$ cat src/rtl/req_retry_pkg.sv
// Package: shared widths and types for the request/retry port.
// Assumes: one bit per blocking cause, at most a few dozen causes.
package req_retry_pkg;
    localparam int unsigned CAUSE_W = 8;
    typedef logic [CAUSE_W-1:0] cause_vec_t;

    // Retry tracker state, kept as a struct for readability.
    typedef struct packed {
        logic owed;   // a refused requester is still owed a retry
        logic armed;  // last cause dropped; retry goes out next cycle
        logic fire;   // retry pulse this cycle
    } retry_state_t;
endpackage

$ cat src/rtl/cause_bits.sv
// Module: cause_bits
// Holds the blocking-cause vector, one flop per cause with its own
// set/clear strobe (set wins). Also reports the next-cycle vector and a
// "last cause drops" flag for the retry tracker.
// Assumes: strobes are single-cycle, active-high, synchronous to clk.
module cause_bits #(
    parameter int unsigned W = 8
) (
    input  logic         clk,
    input  logic         rst_n,
    input  logic [W-1:0] set_i,
    input  logic [W-1:0] clr_i,
    output logic [W-1:0] cause_o,
    output logic         any_o,
    output logic         last_drop_o,
    output logic         any_set_o
);
    logic [W-1:0] cause_q;
    logic [W-1:0] cause_d;

    for (genvar i = 0; i < W; i++) begin : g_bit
        // Next value of bit i: set wins, otherwise clear, otherwise hold.
        always_comb begin
            if (set_i[i])      cause_d[i] = 1'b1;
            else if (clr_i[i]) cause_d[i] = 1'b0;
            else               cause_d[i] = cause_q[i];
        end

        // Register bit i with synchronous reset.
        always_ff @(posedge clk) begin
            if (!rst_n) cause_q[i] <= 1'b0;
            else        cause_q[i] <= cause_d[i];
        end

        // a set strobe always lands, even with a clear on the same bit.
        a_r3_set_lands: assert property (@(posedge clk) disable iff (!rst_n)
            set_i[i] |=> cause_q[i]);
        // a lone clear strobe drops the bit.
        a_r3_clr_lands: assert property (@(posedge clk) disable iff (!rst_n)
            (clr_i[i] && !set_i[i]) |=> !cause_q[i]);
        // without a strobe on this bit it holds.
        a_r3_bit_holds: assert property (@(posedge clk) disable iff (!rst_n)
            (!clr_i[i] && !set_i[i]) |=> $stable(cause_q[i]));
    end

    // Summary flags for the tracker.
    always_comb begin
        any_o       = |cause_q;
        any_set_o   = |set_i;
        last_drop_o = (|cause_q) && !(|cause_d);
    end

    assign cause_o = cause_q;
endmodule

$ cat src/rtl/retry_tracker.sv
// Module: retry_tracker
// Decides acceptance and tracks the owed retry. A refusal makes a retry
// owed. When the last cause drops while owed, the retry is armed. If no
// cause is raised in the armed cycle, the pulse fires next cycle and the
// debt clears. A raise in the armed cycle cancels the arm.
// Assumes: blocked_i reflects registered cause state, any_set_i the
// strobes of the current cycle.
module retry_tracker
    import req_retry_pkg::*;
(
    input  logic clk,
    input  logic rst_n,
    input  logic req_valid_i,
    input  logic blocked_i,
    input  logic last_drop_i,
    input  logic any_set_i,
    output logic ready_o,
    output logic accept_o,
    output logic retry_o
);
    retry_state_t st_q;
    retry_state_t st_d;
    logic refuse;
    logic fire_now;

    // Acceptance: take a request only with no cause and no debt.
    always_comb begin
        ready_o  = !blocked_i && !st_q.owed;
        accept_o = req_valid_i && ready_o;
        refuse   = req_valid_i && !ready_o;
    end

    // Next state: arm on last drop with a debt, fire unless re-raised.
    always_comb begin
        fire_now   = st_q.armed && !any_set_i;
        st_d.armed = last_drop_i && (st_q.owed || refuse);
        st_d.fire  = fire_now;
        if (fire_now)      st_d.owed = 1'b0;
        else if (refuse)   st_d.owed = 1'b1;
        else if (accept_o) st_d.owed = 1'b0;
        else               st_d.owed = st_q.owed;
    end

    // State register with synchronous reset.
    always_ff @(posedge clk) begin
        if (!rst_n) st_q <= '0;
        else        st_q <= st_d;
    end

    assign retry_o = st_q.fire;

    // the retry pulse lasts one cycle.
    a_r6_single_pulse: assert property (@(posedge clk) disable iff (!rst_n)
        retry_o |=> !retry_o);
    // an armed retry without a new raise fires next cycle.
    a_r6_armed_fires: assert property (@(posedge clk) disable iff (!rst_n)
        (st_q.armed && !any_set_i) |=> retry_o);
    // a raise during the armed cycle cancels the pulse.
    a_r7_cancel: assert property (@(posedge clk) disable iff (!rst_n)
        (st_q.armed && any_set_i) |=> !retry_o);
    // the port is ready in the retry cycle.
    a_r9_ready_on_retry: assert property (@(posedge clk) disable iff (!rst_n)
        retry_o |-> ready_o);
    // a refusal leaves the port unready next cycle unless the retry fires.
    a_r4_refuse_sticks: assert property (@(posedge clk) disable iff (!rst_n)
        (req_valid_i && !ready_o) |=> (!ready_o || retry_o));
endmodule

$ cat src/rtl/req_retry_port.sv
// Module: req_retry_port (top)
// Upstream request acceptance with independent blocking causes and a
// deferred one-cycle retry to requesters that were refused.
// Assumes: synchronous active-low reset; all inputs synchronous to clk.
module req_retry_port
    import req_retry_pkg::*;
#(
    parameter int unsigned N_CAUSE = CAUSE_W
) (
    input  logic               clk,
    input  logic               rst_n,
    input  logic [N_CAUSE-1:0] cause_set,
    input  logic [N_CAUSE-1:0] cause_clr,
    input  logic               req_valid,
    output logic               req_ready,
    output logic               req_accept,
    output logic               retry_pulse,
    output logic               blocked,
    output logic [N_CAUSE-1:0] cause_vec
);
    logic any_cause;
    logic last_drop;
    logic any_set;

    cause_bits #(.W(N_CAUSE)) u_causes (
        .clk         (clk),
        .rst_n       (rst_n),
        .set_i       (cause_set),
        .clr_i       (cause_clr),
        .cause_o     (cause_vec),
        .any_o       (any_cause),
        .last_drop_o (last_drop),
        .any_set_o   (any_set)
    );

    retry_tracker u_retry (
        .clk         (clk),
        .rst_n       (rst_n),
        .req_valid_i (req_valid),
        .blocked_i   (any_cause),
        .last_drop_i (last_drop),
        .any_set_i   (any_set),
        .ready_o     (req_ready),
        .accept_o    (req_accept),
        .retry_o     (retry_pulse)
    );

    assign blocked = any_cause;

    // a blocked port never takes a request.
    a_r2_blocked_refuses: assert property (@(posedge clk) disable iff (!rst_n)
        blocked |-> !req_accept);
    // a retry only follows a cycle in which the port was unblocked.
    a_r6_retry_after_unblock: assert property (@(posedge clk) disable iff (!rst_n)
        retry_pulse |-> $past(!blocked));
    // an accepted request causes no retry in the next cycle.
    a_r5_accept_no_debt: assert property (@(posedge clk) disable iff (!rst_n)
        req_accept |=> !retry_pulse);
endmodule

$ cat config.mk
export PLATFORM = sky130hd
export DESIGN_NAME = req_retry_port
export DESIGN_NICKNAME = d
export VERILOG_FILES = /design/src/rtl/req_retry_pkg.sv /design/src/rtl/cause_bits.sv /design/src/rtl/retry_tracker.sv /design/src/rtl/req_retry_port.sv
export SDC_FILE = /design/constraint.sdc
export NUM_CORES = 1
export LEC_CHECK = 0
export BUFFER_PORTS_ARGS = -buffer_cell sky130_fd_sc_hd__buf_2
export CAP_MARGIN = 25
export CORE_MARGIN = 2
export CORE_UTILIZATION = 33
export CTS_CLUSTER_DIAMETER = 30
export DETAILED_ROUTE_END_ITERATION = 7
export PLACE_DENSITY = 0.69
export SYNTH_ARGS = -nofsm -noshare
export SYNTH_HDL_FRONTEND = slang
export SYNTH_SLANG_ARGS = --single-unit
$ cat constraint.sdc
create_clock -name clk -period 1.4 [get_ports clk]
set_input_delay 0.28 -clock clk [delete_from_list [all_inputs] [get_ports clk]]
set_output_delay 0.28 -clock clk [all_outputs]
set_load 0.01 [all_outputs]
==> reports/qor.log <==
[logic_synthesis] combined area of all synthesized cells 437 um^2
[logic_synthesis] primary flip-flop cell chosen by synthesis mapping sky130_fd_sc_hd__dfxtp_1
[logic_synthesis] commonest cells in the netlist sky130_fd_sc_hd__nor2_1 (18), sky130_fd_sc_hd__dfxtp_1 (11), sky130_fd_sc_hd__nor2b_1 (6)
[clocking] CTS Buf Count 3
[drt] drt wl/cell 11.8 um
[worst_setup_path] data required time at the worst endpoint 1.12 ns
[sta] number of failing setup endpoints in the final timing report 3
[sta] pins over their slew limit 0
[power] IR Drop Worst-Case VDD 0.000624 V
[worst_setup_path] kind of critical path reg -> out
[finish] count of filler cells inserted in the layout 136
[sta] setup repair after global routing missed its margin yes
[grt] busiest metal layer after global routing met2
[floorplanning] I/O Pins 31
[placement] pre-CTS setup slack -0.137 ns
[sta] Final Hold Vio Count 0
[finish] Sequential Area 224 um^2
[floorplanning] Placement Rows 13
[drt] number of detailed-route iterations in the first pass 4
[finish] final cell count without fillers 105
[worst_setup_path] longest individual stage delay on the worst path 0.34 ns
[clocking] buffer type at the clock tree root sky130_fd_sc_hd__clkbuf_4
[sta] highest clock frequency the design can meet 616 MHz
[clocking] clock insertion delay at the later pin of the skew report 0.27 ns
[floorplanning] Floorplan Core Area 0.00127 mm^2
[sta] worst clock skew 0.00338 ns
[finish] post-route standard cell area excluding fillers 712 um^2
[logic_synthesis] Yosys Warn Count 0
[sta] fraction of the cycle the final worst path needs 116%
[logic_synthesis] count of different cell masters after synthesis 14
[grt] GRT met2 Usage 25.4%
[floorplanning] Starting Density 34.4%
[sta] Slew Limit Headroom 84.6%
[grt] largest net degree at the start of global routing 11
[logic_synthesis] synthesized netlist cell count 54
[clocking] H-tree depth reported by CTS 1
[sta] setup TNS -0.520 ns
[power] pwr/cell area 970 mW/mm^2
[hold_path] hold path startpoint cause_set[5]
[logic_synthesis] share of the yosys chip area belonging to registers 50.4%
[logic_synthesis] number of synthesized register bits 11
[worst_setup_path] worst-case register-to-register setup slack 0.05 ns
[floorplanning] Die Span X 40.4 um
[status] run status finished, violations left
[logic_synthesis] proportion of netlist area held by the largest area contributor 50.4%
[worst_setup_path] slowest stage cell, crit path sky130_fd_sc_hd__dfxtp_2
[sta] crit path setup slack, layout -0.224 ns
[logic_synthesis] FFs w/ async S/R, synth 0%
[job] number of max-cap violations 0
[worst_setup_path] cell-by-cell trace of the critical path nor4_4, nand2_1, nor2_2, and2_1, buf_2
[worst_setup_path] arrival time at the worst endpoint 1.34 ns
[finish] synthesis-to-layout area growth 63.0%
[worst_setup_path] type of element launching the critical path register
[logic_synthesis] post-synthesis cell type with the largest combined area sky130_fd_sc_hd__dfxtp_1
[hold_path] worst min path class in -> reg
[worst_setup_path] launch point of the worst reg-to-reg path u_causes.cause_o[3]
[logic_synthesis] number of enable flip-flop cells after synthesis 0
[clocking] clock-pin slew of the registers on the worst-case setup and hold paths 0.07 ns
[sta] fin crit period 1.62 ns
[worst_setup_path] maximum fanout encountered on the critical timing path 3
[finish] final antenna diode count 0
[grt] grt met3 use 3.33%
[placement] number of cells in the design after placement 100
[logic_synthesis] mean cell area of the mapped netlist 8.09 um^2
[placement] last weighted congestion value of the routability-driven placer 0.774
[power] leakage power 0.353 nW
[drt] number of vias per cell 4.59
[drt] overall via count from detail_route 482
[grt] global-route wire length before repair 1.67 mm
[grt] overflow left after global routing 0
[finish] Final Net Count 110
[floorplanning] floorplan die area 0.00163 mm^2
[power] total power after layout 0.691 mW
[clocking] TritonCTS clock tree yes
[drt] DRC marker count from the first detailed-route iteration 4
[clocking] total of hold buffers inserted after clock tree synthesis 0
[grt] overall global routing resource usage 16.1%
[placement] number of port buffers 30
[grt] initial antenna violation count 0
[grt] met1 GRT Util 18.7%
[drt] remaining antenna violation count 0
[logic_synthesis] most frequently used cell type in the post-synthesis netlist sky130_fd_sc_hd__nor2_1
[grt] via count of the first global-routing pass 438
[finish] fraction of layout cells with a size suffix above 1 52.2%
[drt] final wirelength 1.24 mm
[placement] DP Area 619 um^2
[logic_synthesis] post-synthesis net count 73
[floorplanning] vertical extent of the die 40.4 um
[worst_setup_path] Crit path buffers/inverters 1
[status] violations in the final reports negative setup slack
[sta] slew at the pin with the worst max-slew slack 0.229 ns
[logic_synthesis] top cells by area in the synthesized netlist sky130_fd_sc_hd__dfxtp_1 (50%), sky130_fd_sc_hd__nor2_1 (15%), sky130_fd_sc_hd__nor2b_1 (8.6%)
[worst_setup_path] endpoint class of the critical path output port
[worst_setup_path] Worst setup startpoint u_causes.cause_o[5]
[finish] Multi-input gate area 259 um^2
[drt] final routed DRC violation total 0
[clocking] buffer levels on the longest clock path 2
[clocking] clock sinks 11
[placement] estimated wirelength of the detail-placed design 869 um
[worst_setup_path] kind of cell adding the most delay to the critical path simple AND/OR/NAND/NOR gates
==> flip-flops by register name, indices dropped and copies added, names as in the netlist <==
signal and count:
u_causes.cause_o 8, u_retry.retry_o 1, u_retry.st_q 2
==> final cells by class <==
type	count	area share (%)
clock buffer	4	3.69
sequential	11	31.5
tap	15	2.64
timing repair buffer	33	24.3
multi-input combinational	39	36.4
inverter	3	1.58
==> stage by stage <==
stage / hold WS (ns) / util, %
2_1_floorplan: 0.401 / -
3_3_place_gp: 0.518 / 48.8
3_5_place_dp: 0.516 / 48.8
4_1_cts: 0.241 / 53.1
5_1_grt: 0.250 / 56.1
6_report: 0.242 / 56.1
==> kinds of logic (layout without fill, tap and decap cells) <==
family,after synthesis,after routing,share of synthesized area [%]
AO/OA/AOI/OAI,3,3,3.44
buffers and inverters,4,40,3.44
flip-flops,11,11,50.4
AND/OR/NAND/NOR,36,36,42.7
==> what timing repair did <==
action / CTS / global route
buffers inserted: 1 / 0
pin swaps: 1 / 4
setup endpoints to repair: 3 / 4
endpoints found under the hold margin: 0 / 0
gates resized for setup: 4 / 9
==> metal layers <==
metal,vias to the layer above,share of wire (%)
li1,252,-
met4,0,2.0
met3,2,7.8
met1,205,42
met5,-,0
met2,23,48
==> path summary, 6_finish.rpt <==
path | endpoint | cells past startpoint
setup reg to reg | u_retry.st_q[1] | 4
hold reg to reg | u_retry.retry_o | 2
setup / recovery | req_accept | 5
hold / removal | u_causes.cause_o[5] | 3
==> cell usage in the layout, fill, tap and decap left out, types with 2 or more instances in the layout <==
master and count:
sky130_fd_sc_hd__nor2b_4 2, sky130_fd_sc_hd__dfxtp_2 3, sky130_fd_sc_hd__inv_1 3, sky130_fd_sc_hd__nand2_1 2
sky130_fd_sc_hd__nor4_1 2, sky130_fd_sc_hd__nor2b_1 4, sky130_fd_sc_hd__clkbuf_4 3, sky130_fd_sc_hd__buf_4 3
sky130_fd_sc_hd__dfxtp_1 8, sky130_fd_sc_hd__buf_2 30, sky130_fd_sc_hd__a21oi_1 3, sky130_fd_sc_hd__nor2_1 17
==> worst min-delay path, stage by stage <==
cell	delay, ns
sky130_fd_sc_hd__buf_2	0.09
sky130_fd_sc_hd__nor2_1	0.04
sky130_fd_sc_hd__nor2_1	0.07
==> power breakdown <==
group / internal (mW) / switching, mW
registers: 0.332 / 0.0176
logic: 0.0671 / 0.0590
clock network: 0.110 / 0.105
total: 0.509 / 0.182
(Power assumes the default switching activity.)
